`config.mk`:
```
export PLATFORM = sky130hd
export DESIGN_NAME = seg_issue_select
export DESIGN_NICKNAME = d
export VERILOG_FILES = /design/src/rtl/seg_issue_select.sv
export SDC_FILE = /design/constraint.sdc
export NUM_CORES = 1
export LEC_CHECK = 0
export ABC_AREA = 1
export BUFFER_PORTS_ARGS = -buffer_cell sky130_fd_sc_hd__buf_2
export CAP_MARGIN = 10
export CORE_ASPECT_RATIO = 0.9
export CORE_MARGIN = 4
export CORE_UTILIZATION = 43
export DETAILED_ROUTE_END_ITERATION = 10
export MAX_ROUTING_LAYER = met4
export PLACE_DENSITY = 0.79
export SETUP_SLACK_MARGIN = 0.3
export SLEW_MARGIN = 5
export SYNTH_ARGS = -nofsm -noshare
export SYNTH_HDL_FRONTEND = slang
export SYNTH_SLANG_ARGS = --single-unit
```
`constraint.sdc`:
```
create_clock -name clk -period 2.25 [get_ports clk]
set_clock_uncertainty 0.1 [all_clocks]
set_input_delay 0.225 -clock clk [delete_from_list [all_inputs] [get_ports clk]]
set_output_delay 0.225 -clock clk [all_outputs]
set_load 0.05 [all_outputs]
```
`src/rtl/seg_issue_select.sv`:
```
module seg_issue_select #(
  parameter int SEGS  = 4,
  parameter int SEG_W = 8,
  localparam int N      = SEGS * SEG_W,
  localparam int IDX_W  = $clog2(N),
  localparam int SLOT_W = $clog2(SEG_W)
) (
  input  logic             clk,
  input  logic             rst_n,
  input  logic [N-1:0]     req,
  input  logic [N-1:0]     clr,
  output logic             gnt_vld,
  output logic [IDX_W-1:0] gnt_idx
);

  function automatic logic [SLOT_W:0] pick_low(input logic [SEG_W-1:0] v);
    logic [SLOT_W:0] r;
    r = '0;
    for (int i = SEG_W - 1; i >= 0; i--)
      if (v[i]) r = {1'b1, SLOT_W'(i)};
    return r;
  endfunction

  logic [N-1:0]      live;
  logic [N-1:0]      gnt_mask;
  logic [SLOT_W:0]   front;
  logic              cand_v    [SEGS];
  logic [SLOT_W-1:0] cand_slot [SEGS];
  logic              cand_ok   [SEGS];
  logic              any_vld;
  logic [IDX_W-1:0]  any_idx;

  assign live  = req & ~clr;
  assign front = pick_low(live[SEG_W-1:0]);

  assign cand_v[0]    = 1'b0;
  assign cand_slot[0] = '0;
  assign cand_ok[0]   = 1'b0;

  genvar s;
  generate
    for (s = 1; s < SEGS; s++) begin : g_seg
      logic [SLOT_W:0] pick;
      assign pick = pick_low(live[s*SEG_W +: SEG_W] & ~gnt_mask[s*SEG_W +: SEG_W]);
      assign cand_ok[s] = cand_v[s] & ~clr[s*SEG_W + int'(cand_slot[s])];

      always_ff @(posedge clk) begin
        if (!rst_n) begin
          cand_v[s]    <= 1'b0;
          cand_slot[s] <= '0;
        end else begin
          cand_v[s]    <= pick[SLOT_W];
          cand_slot[s] <= pick[SLOT_W-1:0];
        end
      end
    end
  endgenerate

  always_comb begin
    any_vld = 1'b0;
    any_idx = '0;
    if (front[SLOT_W]) begin
      any_vld = 1'b1;
      any_idx = IDX_W'(front[SLOT_W-1:0]);
    end else begin
      for (int k = SEGS - 1; k >= 1; k--)
        if (cand_ok[k]) begin
          any_vld = 1'b1;
          any_idx = IDX_W'(k * SEG_W) + IDX_W'(cand_slot[k]);
        end
    end
  end

  assign gnt_vld  = rst_n & any_vld;
  assign gnt_idx  = any_idx;
  assign gnt_mask = gnt_vld ? ({{(N-1){1'b0}}, 1'b1} << gnt_idx) : '0;

endmodule


```
==> qor.csv, run 1 <==
stage,metric,value,unit
clocking,clk_path_buf_depth,2,
route,num_vias,2301,
sta,setup_ws,-166,ps
sta,drv_slew,0,
yosys,synth_fa_ha_area_frac,0,
yosys,synth_top_area_frac,0.223,
global_routing,antenna_found_initial,0,
route,avgRoutedWirePerCell,14.6,um
yosys,synth_edf_count,0,
place,hpwlAfterDp,4100,um
die,die_area,4580,um2
global_routing,grt_overflow,0,
die,dieHeight,64.6,um
global_routing,gr-usage-met3,0.0372,
cells_and_area,fin_util,0.778,
route,drc,0,
yosys,synth_compound_area_frac,0.0964,
yosys,synthCells,271,
power_and_ir_drop,power_density,403,nW/um2
cells_and_area,nNetsFinal,447,
clocking,ctsHoldBuffers,0,
run_status,status,finished with violations,
global_routing,grt_use_total,0.227,
yosys,synth_ff_type,dfxtp_1,
yosys,synthTopCellsByCount,"91 x nand2_1, 31 x inv_1, 29 x nor2_1",
yosys,synth_top_family_by_area,simple AND/OR/NAND/NOR gates,
yosys,synth_area,1530,um2
yosys,synth-simple-area-share,0.646,
yosys,synthArstFlopShare,0,
yosys,synth-xor-area-share,0,
clocking,clk_pin_slew,60,ps
die,core,3400,um2
clocking,root_buffer,clkbuf_8,
run_status,violations,setup timing,
yosys,synthMuxAreaShare,0,
global_routing,grt-busiest-layer,met2,
sta,period_share,1.07,
yosys,syn-num-nets,337,
cells_and_area,drive_above_1_share,0.537,
clocking,htreeDepth,1,
clocking,clk_latency,250,ps
job,cap_violations,0,
cells_and_area,fill_cells,223,
yosys,syn_area_per_cell,5.65,um2
worst_setup_path,rrSetupSlack,-170,ps
sta,hold_viol,0,
clocking,cts_made_buffers,3,
global_routing,grt_use_met1,0.282,
global_routing,grtUsageMet2,0.382,
worst_setup_path,cp_max_fo,7,
worst_setup_path,critPathCaptureType,register,
sta,rsz0062_at_grt,true,
die,die_x,70.9,um
route,totalWireLength,6180,um
worst_setup_path,start_kind,register,
yosys,synth.largest_area_cell,nand2_1,
cells_and_area,area_delta_synth_final,72.9,%
sta,slew_headroom,0.758,
die,fp-row-count,20,
yosys,post-synth-top-count-cell,nand2_1,
sta,setup_viol,14,
global_routing,grt_start_max_net_pins,9,
sta,min_period,2420,ps
place,pre_cts_slack,-77.7,ps
power_and_ir_drop,irDropWorstVdd,0.298,mV
route,viasPerCell,5.43,
die,ios,72,
yosys,ys_ff_latch,12,
cells_and_area,layoutNonFillerInstCount,424,
die,start_util,0.450,
worst_setup_path,critPathRequiredTime,2330,ps
yosys,seq_area_frac_synth,0.157,
cells_and_area,seqCellArea,254,um2
global_routing,grt_pass1_wl,8380,um
cells_and_area,n_antenna_cell,0,
route,antenna_left,0,
min_path,hold_path.class,input port to register,
worst_setup_path,critPathArrivalTime,2490,ps
power_and_ir_drop,p_leak,1.32,nW
sta,worst_slew_pin_slew,363,ps
yosys,synth_cell_types,26,
power_and_ir_drop,finalPower,1.07,mW
yosys,yosysWarnings,0,
sta,fmax,0.414,GHz
cells_and_area,multi_input_area,1430,um2
yosys,yosys-top-cells-area,"nand2_1 22%, dfxtp_1 16%, nand3_1 8.8%",
place,gp_congestion,0.922,
clocking,cts_tree,yes,
route,first_pass_iters,4,
place,place_inst,403,
clocking,clock_sinks,12,
global_routing,grt_pass1_vias,1976,
worst_setup_path,path_class,register to register,
place,portBuffers,71,
route,drtIter0Drc,143,
==> worst max-delay path, stage by stage, from the launching register on <==
cell and delay (ps):
dfxtp_4 370, inv_4 80, nand2_2 50, nand3_1 70, nand3b_1 120, nand3_4 180, buf_4 140, buf_4 110
nand2_4 60, a21oi_4 210, inv_4 120, nor3_4 220, nand2_1 90, nand3b_2 110, nand2_2 60, nor2_2 110
nor3b_2 170
==> area by class of cell <==
cell class	count	area share
Timing Repair Buffer	105	0.259
Clock buffer	4	0.0208
Sequential cell	12	0.0959
Tap cell	44	0.0208
Inverter	41	0.0647
Multi-Input combinational cell	218	0.538
==> placed cells by master (no fill, tap or decap), types with 8 or more instances in the layout <==
cell type  count
nand3_2       12
inv_1         29
buf_2         65
nand2_1       73
nand2_2       17
nor2_4        11
buf_4         30
nand3b_1      16
nand3_1       17
nor2_1        16
nor2_2         8
nand2_4        8
==> repair_timing <==
action	in CTS	in global routing
gates resized for setup	37	56
pin swaps	18	46
buffers inserted	10	7
endpoints found under the setup margin	18	18
==> sequential cells by signal, summed over array words and instances, names as in the netlist <==
register / cells
cand_slot: 9
cand_v: 3
==> worst paths after layout <==
check / endpoint / from / depth (start not counted)
setup reg to reg: cand_slot[8]$_SDFF_PP0_ / cand_slot[3]$_SDFF_PP0_ / 16
hold reg to reg: cand_slot[3]$_SDFF_PP0_ / cand_slot[8]$_SDFF_PP0_ / 8
setup / recovery: cand_slot[8]$_SDFF_PP0_ / cand_slot[3]$_SDFF_PP0_ / 16
hold / removal: cand_slot[3]$_SDFF_PP0_ / req[17] / 3
==> report_power, final <==
part	total (mW)	internal, mW	leakage [nW]	switching [mW]
clock	0.249	0.155	0.0288	0.0940
combinational	0.570	0.243	1.19	0.328
sequential	0.248	0.228	0.102	0.0197
==> kinds of logic (layout without fill, tap and decap cells) <==
| family | after synthesis | in the layout |
|---|---|---|
| buf+inv | 41 | 150 |
| compound gates | 24 | 24 |
| simple gates | 194 | 194 |
| flops | 12 | 12 |
==> metrics by stage <==
step | hold slack (ps) | area (um2) | TNS, ps
finish | 159 | 2650 | -1580
global route | 173 | 2650 | -3350
CTS | 178 | 2400 | -6.87
detailed placement | 432 | 2130 | -225
global placement | 418 | 2130 | -167
floorplan | 243 | 1590 | -1.32
==> metal layers <==
layer | wire (um) | part of all wire | up-vias
met4 | 132 | 0.021 | 0
met5 | 0 | 0 | -
met3 | 626 | 0.10 | 14
met2 | 2970 | 0.48 | 149
met1 | 2450 | 0.40 | 1037
li1 | - | - | 1101
Power figures use the tool's default switching activity.
==> run 2: changes to the inputs <==
- CORE_UTILIZATION: 43 -> 47
- PLACE_DENSITY: 0.79 -> 0.82
- clock period: 2.25 -> 2.72 ns (I/O delays scaled with it)
==> qor.csv, run 2 (synthesis results as in run 1) <==
stage,metric,value,unit
min_path,hold_path.class,input port to register,
clocking,root_buffer,clkbuf_4,
sta,worst_slew_pin_slew,462,ps
cells_and_area,reg_top3,"cand_slot: 9 flops, cand_v: 3 flops",
sta,slew_headroom,0.691,
cells_and_area,final_cell_mix,"81 x nand2_1, 71 x buf_2, 30 x inv_1",
worst_setup_path,start_kind,register,
power_and_ir_drop,p_switching,0.325,mW
global_routing,grt_pass1_vias,1705,
route,first_pass_iters,4,
global_routing,grt_start_max_net_pins,11,
cells_and_area,largest_register_ffs,9,
route,drtIter0Drc,108,
global_routing,grt_pass1_wl,6970,um
worst_setup_path,critPathCaptureType,register,
cells_and_area,n_antenna_cell,0,
clocking,htreeDepth,1,
sta,hold_viol,0,
power_and_ir_drop,p_leak,1.18,nW
die,start_util,0.496,
power_and_ir_drop,power_density,321,nW/um2
place,gp_congestion,0.932,
cells_and_area,final_common_cell,nand2_1,
route,drc,0,
worst_setup_path,path_class,register to register,
sta,fmax,0.406,GHz
clocking,cts_made_buffers,3,
cells_and_area,nNetsFinal,430,
route,antenna_left,0,
power_and_ir_drop,irDropWorstVdd,0.192,mV
sta,setup_tns,0,ps
power_and_ir_drop,switching_share,0.436,
global_routing,antenna_found_initial,0,
place,portBuffers,71,
worst_setup_path,critPathArrivalTime,2530,ps
route,viasPerCell,5.22,
cells_and_area,max_flop_register,cand_slot,
cells_and_area,drive_above_1_share,0.460,
sta,min_period,2470,ps
clocking,clk_pin_slew,90,ps
die,ios,72,
global_routing,grt_overflow,0,
die,core,3090,um2
worst_setup_path,critPathRequiredTime,2780,ps
clocking,clk_path_buf_depth,2,
worst_setup_path,cp_max_fo,6,
die,fp-row-count,19,
die,die_area,4240,um2
power_and_ir_drop,p_int,0.420,mW
place,hpwlAfterDp,3840,um
clocking,clk_latency,290,ps
sta,rsz0062_at_grt,true,
clocking,cts_tree,yes,
route,avgRoutedWirePerCell,13.5,um
sta,drv_slew,0,
global_routing,grt_use_total,0.211,
run_status,status,finished clean,
job,cap_violations,0,
clocking,ctsHoldBuffers,0,
route,totalWireLength,5470,um
power_and_ir_drop,finalPower,0.746,mW
power_and_ir_drop,pwr-share-comb,0.521,
sta,period_share,0.906,
power_and_ir_drop,p_seq_frac,0.273,
clocking,clock_sinks,12,
die,die_x,68.2,um
route,num_vias,2116,
cells_and_area,area_delta_synth_final,51.6,%
sta,setup_viol,0,
die,dieHeight,62.2,um
power_and_ir_drop,clock_power_share,0.205,
-- run 2: changes by cell type in the layout (fill, tap and decap cells not counted), moves of 3 or more --
cell / before / now
nand2_1: 73 / 81
nor2_4: 11 / 6
buf_6: 5 / 1
buf_8: 4 / 0
buf_4: 30 / 15
clkbuf_8: 4 / 1
nor2_1: 16 / 20
buf_2: 65 / 71
nand2_2: 17 / 12
clkbuf_4: 0 / 3
inv_4: 7 / 3
a21oi_2: 6 / 2
-- run 2: area by class of cell --
class                      count  area [um2]
multi-input combinational    218        1310
timing repair buffer          88         499
fill                         250         769
inverter                      41         166
clock buffer                   4        36.3
sequential                    12         254
tap                           42        52.6
-- run 2: metal layers --
| metal | wire, um | track usage | vias up |
|---|---|---|---|
| met3 | 453 | 0.0306 | 17 |
| met4 | 193 | 0.0372 | 0 |
| met2 | 2640 | 0.338 | 100 |
| met5 | 0 | - | - |
| met1 | 2180 | 0.281 | 936 |
| li1 | - | - | 1063 |
-- run 2: power by group through the flow --
stage                     sequential, mW  combinational (mW)  clock, mW
after global placement             0.205               0.292          0
after floorplan                    0.202               0.205          0
after detailed placement           0.205               0.294          0
after global routing               0.206               0.421      0.160
after CTS                          0.200               0.298      0.149
final                              0.204               0.389      0.153
-- run 2: repair_timing --
| action | CTS | global route |
|---|---|---|
| endpoints found under the setup margin | 1 | 14 |
| resized for setup | 1 | 58 |
| pin swaps | 0 | 29 |
| buffers inserted | 0 | 17 |
-- run 2: through the flow --
stage | instances | worst slack, ps | cell area, um2 | utilization | hold slack, ps
2_1_floorplan | 271 | 393 | 1530 | - | 297
3_3_place_gp | 384 | 328 | 1940 | 0.628 | 477
4_1_cts | 388 | 294 | 1980 | 0.642 | 180
3_5_place_dp | 384 | 291 | 1940 | 0.628 | 481
5_1_grt | 405 | 112 | 2320 | 0.751 | 163
6_report | 405 | 255 | 2320 | 0.751 | 151
-- run 2: worst max-delay path, cell delays in order, from the launching register on --
cell and delay [ps]:
dfxtp_4 400, nand2_1 80, nand3_1 100, nand3b_1 120, nand3_4 140, inv_4 70, nor2_1 120, nand2_1 80
nand2_2 80, nand2_4 110, nor2_4 150, nand2_2 80, o211ai_1 230, nand2_1 170, nor2_1 170, a31oi_1 120
-- run 2: worst paths after layout --
kind / slack (ps) / end / start / cells past startpoint
worst min-delay path: 150 / cand_slot[3]$_SDFF_PP0_ / req[17] / 3
worst min register to register: 910 / cand_slot[3]$_SDFF_PP0_ / cand_v[1]$_SDFF_PN0_ / 6
worst max register to register: 250 / cand_v[1]$_SDFF_PN0_ / cand_slot[6]$_SDFF_PP0_ / 15
worst max-delay path: 250 / cand_v[1]$_SDFF_PN0_ / cand_slot[6]$_SDFF_PP0_ / 15
==> run 3: changes to the inputs <==
- BUFFER_PORTS_ARGS: -buffer_cell sky130_fd_sc_hd__buf_2 -> unset
- CORE_UTILIZATION: 47 -> 50
- DONT_BUFFER_PORTS: unset -> 1
- PLACE_DENSITY: 0.82 -> 0.66
==> qor.csv, run 3 (synthesis results as in run 1) <==
stage,metric,value,unit
run_status,status,finished clean,
power_and_ir_drop,irDropWorstVdd,0.205,mV
global_routing,grt_pass1_wl,6800,um
die,dieHeight,60.5,um
cells_and_area,fin_util,0.664,
clocking,clk_latency,280,ps
die,start_util,0.540,
route,drc,0,
worst_setup_path,start_kind,register,
clocking,cts_made_buffers,3,
worst_setup_path,slowest_stage,dfxtp_4,
power_and_ir_drop,clock_power_share,0.228,
cells_and_area,fill_cells,278,
cells_and_area,layoutNonFillerInstCount,331,
route,drtIter0Drc,118,
power_and_ir_drop,p_int,0.377,mW
route,num_vias,1807,
global_routing,grt_use_total,0.223,
clocking,clk_path_buf_depth,2,
power_and_ir_drop,p_leak,0.882,nW
cells_and_area,largest_register_ffs,9,
sta,rsz0062_at_grt,true,
place,place_inst,315,
place,gp_congestion,0.934,
sta,period_share,0.901,
min_path,hold_path.class,input port to register,
place,portBuffers,0,
power_and_ir_drop,switching_share,0.426,
power_and_ir_drop,p_switching,0.280,mW
worst_setup_path,path_class,register to register,
worst_setup_path,cp_max_fo,7,
power_and_ir_drop,p_seq_frac,0.307,
die,fp-row-count,18,
power_and_ir_drop,finalPower,0.657,mW
cells_and_area,reg_top3,"cand_slot: 9 flops, cand_v: 3 flops",
route,avgRoutedWirePerCell,14.2,um
worst_setup_path,cp_slowest_stage_delay,380,ps
job,cap_violations,0,
sta,worst_slew_pin_slew,474,ps
worst_setup_path,critPathCaptureType,register,
sta,fmax,0.408,GHz
global_routing,antenna_found_initial,0,
worst_setup_path,critPathRequiredTime,2780,ps
clocking,htreeDepth,1,
sta,slew_headroom,0.683,
route,totalWireLength,4710,um
power_and_ir_drop,power_density,348,nW/um2
power_and_ir_drop,pwr-share-comb,0.465,
clocking,clk_pin_slew,90,ps
cells_and_area,final_cell_mix,"83 x nand2_1, 30 x inv_1, 24 x nand3_1",
worst_setup_path,cpMostUsedCell,nand2_1,
sta,hold_ws,3.92,ps
route,first_pass_iters,5,
die,core,2840,um2
sta,drv_slew,0,
route,antenna_left,0,
cells_and_area,area_delta_synth_final,23.0,%
clocking,cts_tree,yes,
global_routing,grt_overflow,0,
die,die_area,4010,um2
place,hpwlAfterDp,3710,um
worst_setup_path,critPathArrivalTime,2510,ps
cells_and_area,final_common_cell,nand2_1,
cells_and_area,drive_above_1_share,0.289,
global_routing,grt_pass1_vias,1588,
clocking,root_buffer,clkbuf_4,
clocking,clock_sinks,12,
route,viasPerCell,5.46,
cells_and_area,max_flop_register,cand_slot,
global_routing,grt_start_max_net_pins,10,
cells_and_area,n_antenna_cell,0,
sta,setup_viol,0,
cells_and_area,nNetsFinal,358,
worst_setup_path,worstPathCellList,inv_6 > nand2_4 > nand3_2 > nand3b_1 > nand3_4 > nor2_2 > nor2_1 > nand2_2 > nand2_1 > nand2_4 > nor2_4 > nand2_1 > nor2_2 > nand2_1 > nand3b_1 > nand2_1 > nor2_2 > a21oi_1,
sta,hold_viol,0,
die,ios,72,
sta,min_period,2450,ps
sta,setup_tns,0,ps
die,die_x,66.3,um
-- run 3: changes by cell type in the layout (fill, tap and decap cells not counted), sizes merged --
cell | previous run | this run
buf | 88 | 16
-- run 3: metal layers --
metal	routed length [um]	vias up	track usage
li1	-	920	-
met1	2140	791	0.311
met2	2110	88	0.344
met3	409	8	0.0407
met4	51	0	0.0348
met5	0	-	-
-- run 3: timing repair --
item / CTS / global route
gates resized for setup: 7 / 35
hold buffers: 0 / 0
pin swaps: 2 / 27
buffers inserted: 1 / 11
setup endpoints to repair: 11 / 12
-- run 3: worst paths after layout --
check	endpoint	cells past startpoint	slack [ps]	start
hold reg to reg	cand_slot[0]$_SDFF_PP0_	8	950	cand_v[2]$_SDFF_PN0_
setup reg to reg	cand_v[2]$_SDFF_PN0_	18	270	cand_slot[3]$_SDFF_PP0_
hold / removal	cand_slot[6]$_SDFF_PP0_	2	4	rst_n
setup / recovery	cand_v[2]$_SDFF_PN0_	18	270	cand_slot[3]$_SDFF_PP0_
-- run 3: cell type report --
cell class	count	area, um2	share of cell area
clock buffers	4	36.3	0.0193
inverters	41	159	0.0843
well taps	40	50.0	0.0266
multi-input cells	218	1270	0.673
repair buffers	16	120	0.0637
flip-flops and latches	12	250	0.133
-- run 3: through the flow --
stage                     worst slack (ps)  area (um2)
after floorplan                        393        1530
after global placement                 153        1610
after detailed placement               153        1610
after CTS                              302        1680
after global routing                  99.6        1880
final                                  268        1880
-- run 3: worst max-delay path: cells and delay by family, from the launching register on --
kind / cells / cell delay [ps]
compound gates: 1 / 80
buf+inv: 1 / 90
flops: 1 / 380
simple gates: 16 / 1670
-- run 3: power by group through the flow --
stage | registers (mW) | clock network, mW | logic [mW]
finish | 0.202 | 0.150 | 0.305
global route | 0.203 | 0.157 | 0.335
CTS | 0.201 | 0.151 | 0.254
detailed placement | 0.204 | 0 | 0.244
global placement | 0.204 | 0 | 0.244
floorplan | 0.202 | 0 | 0.205
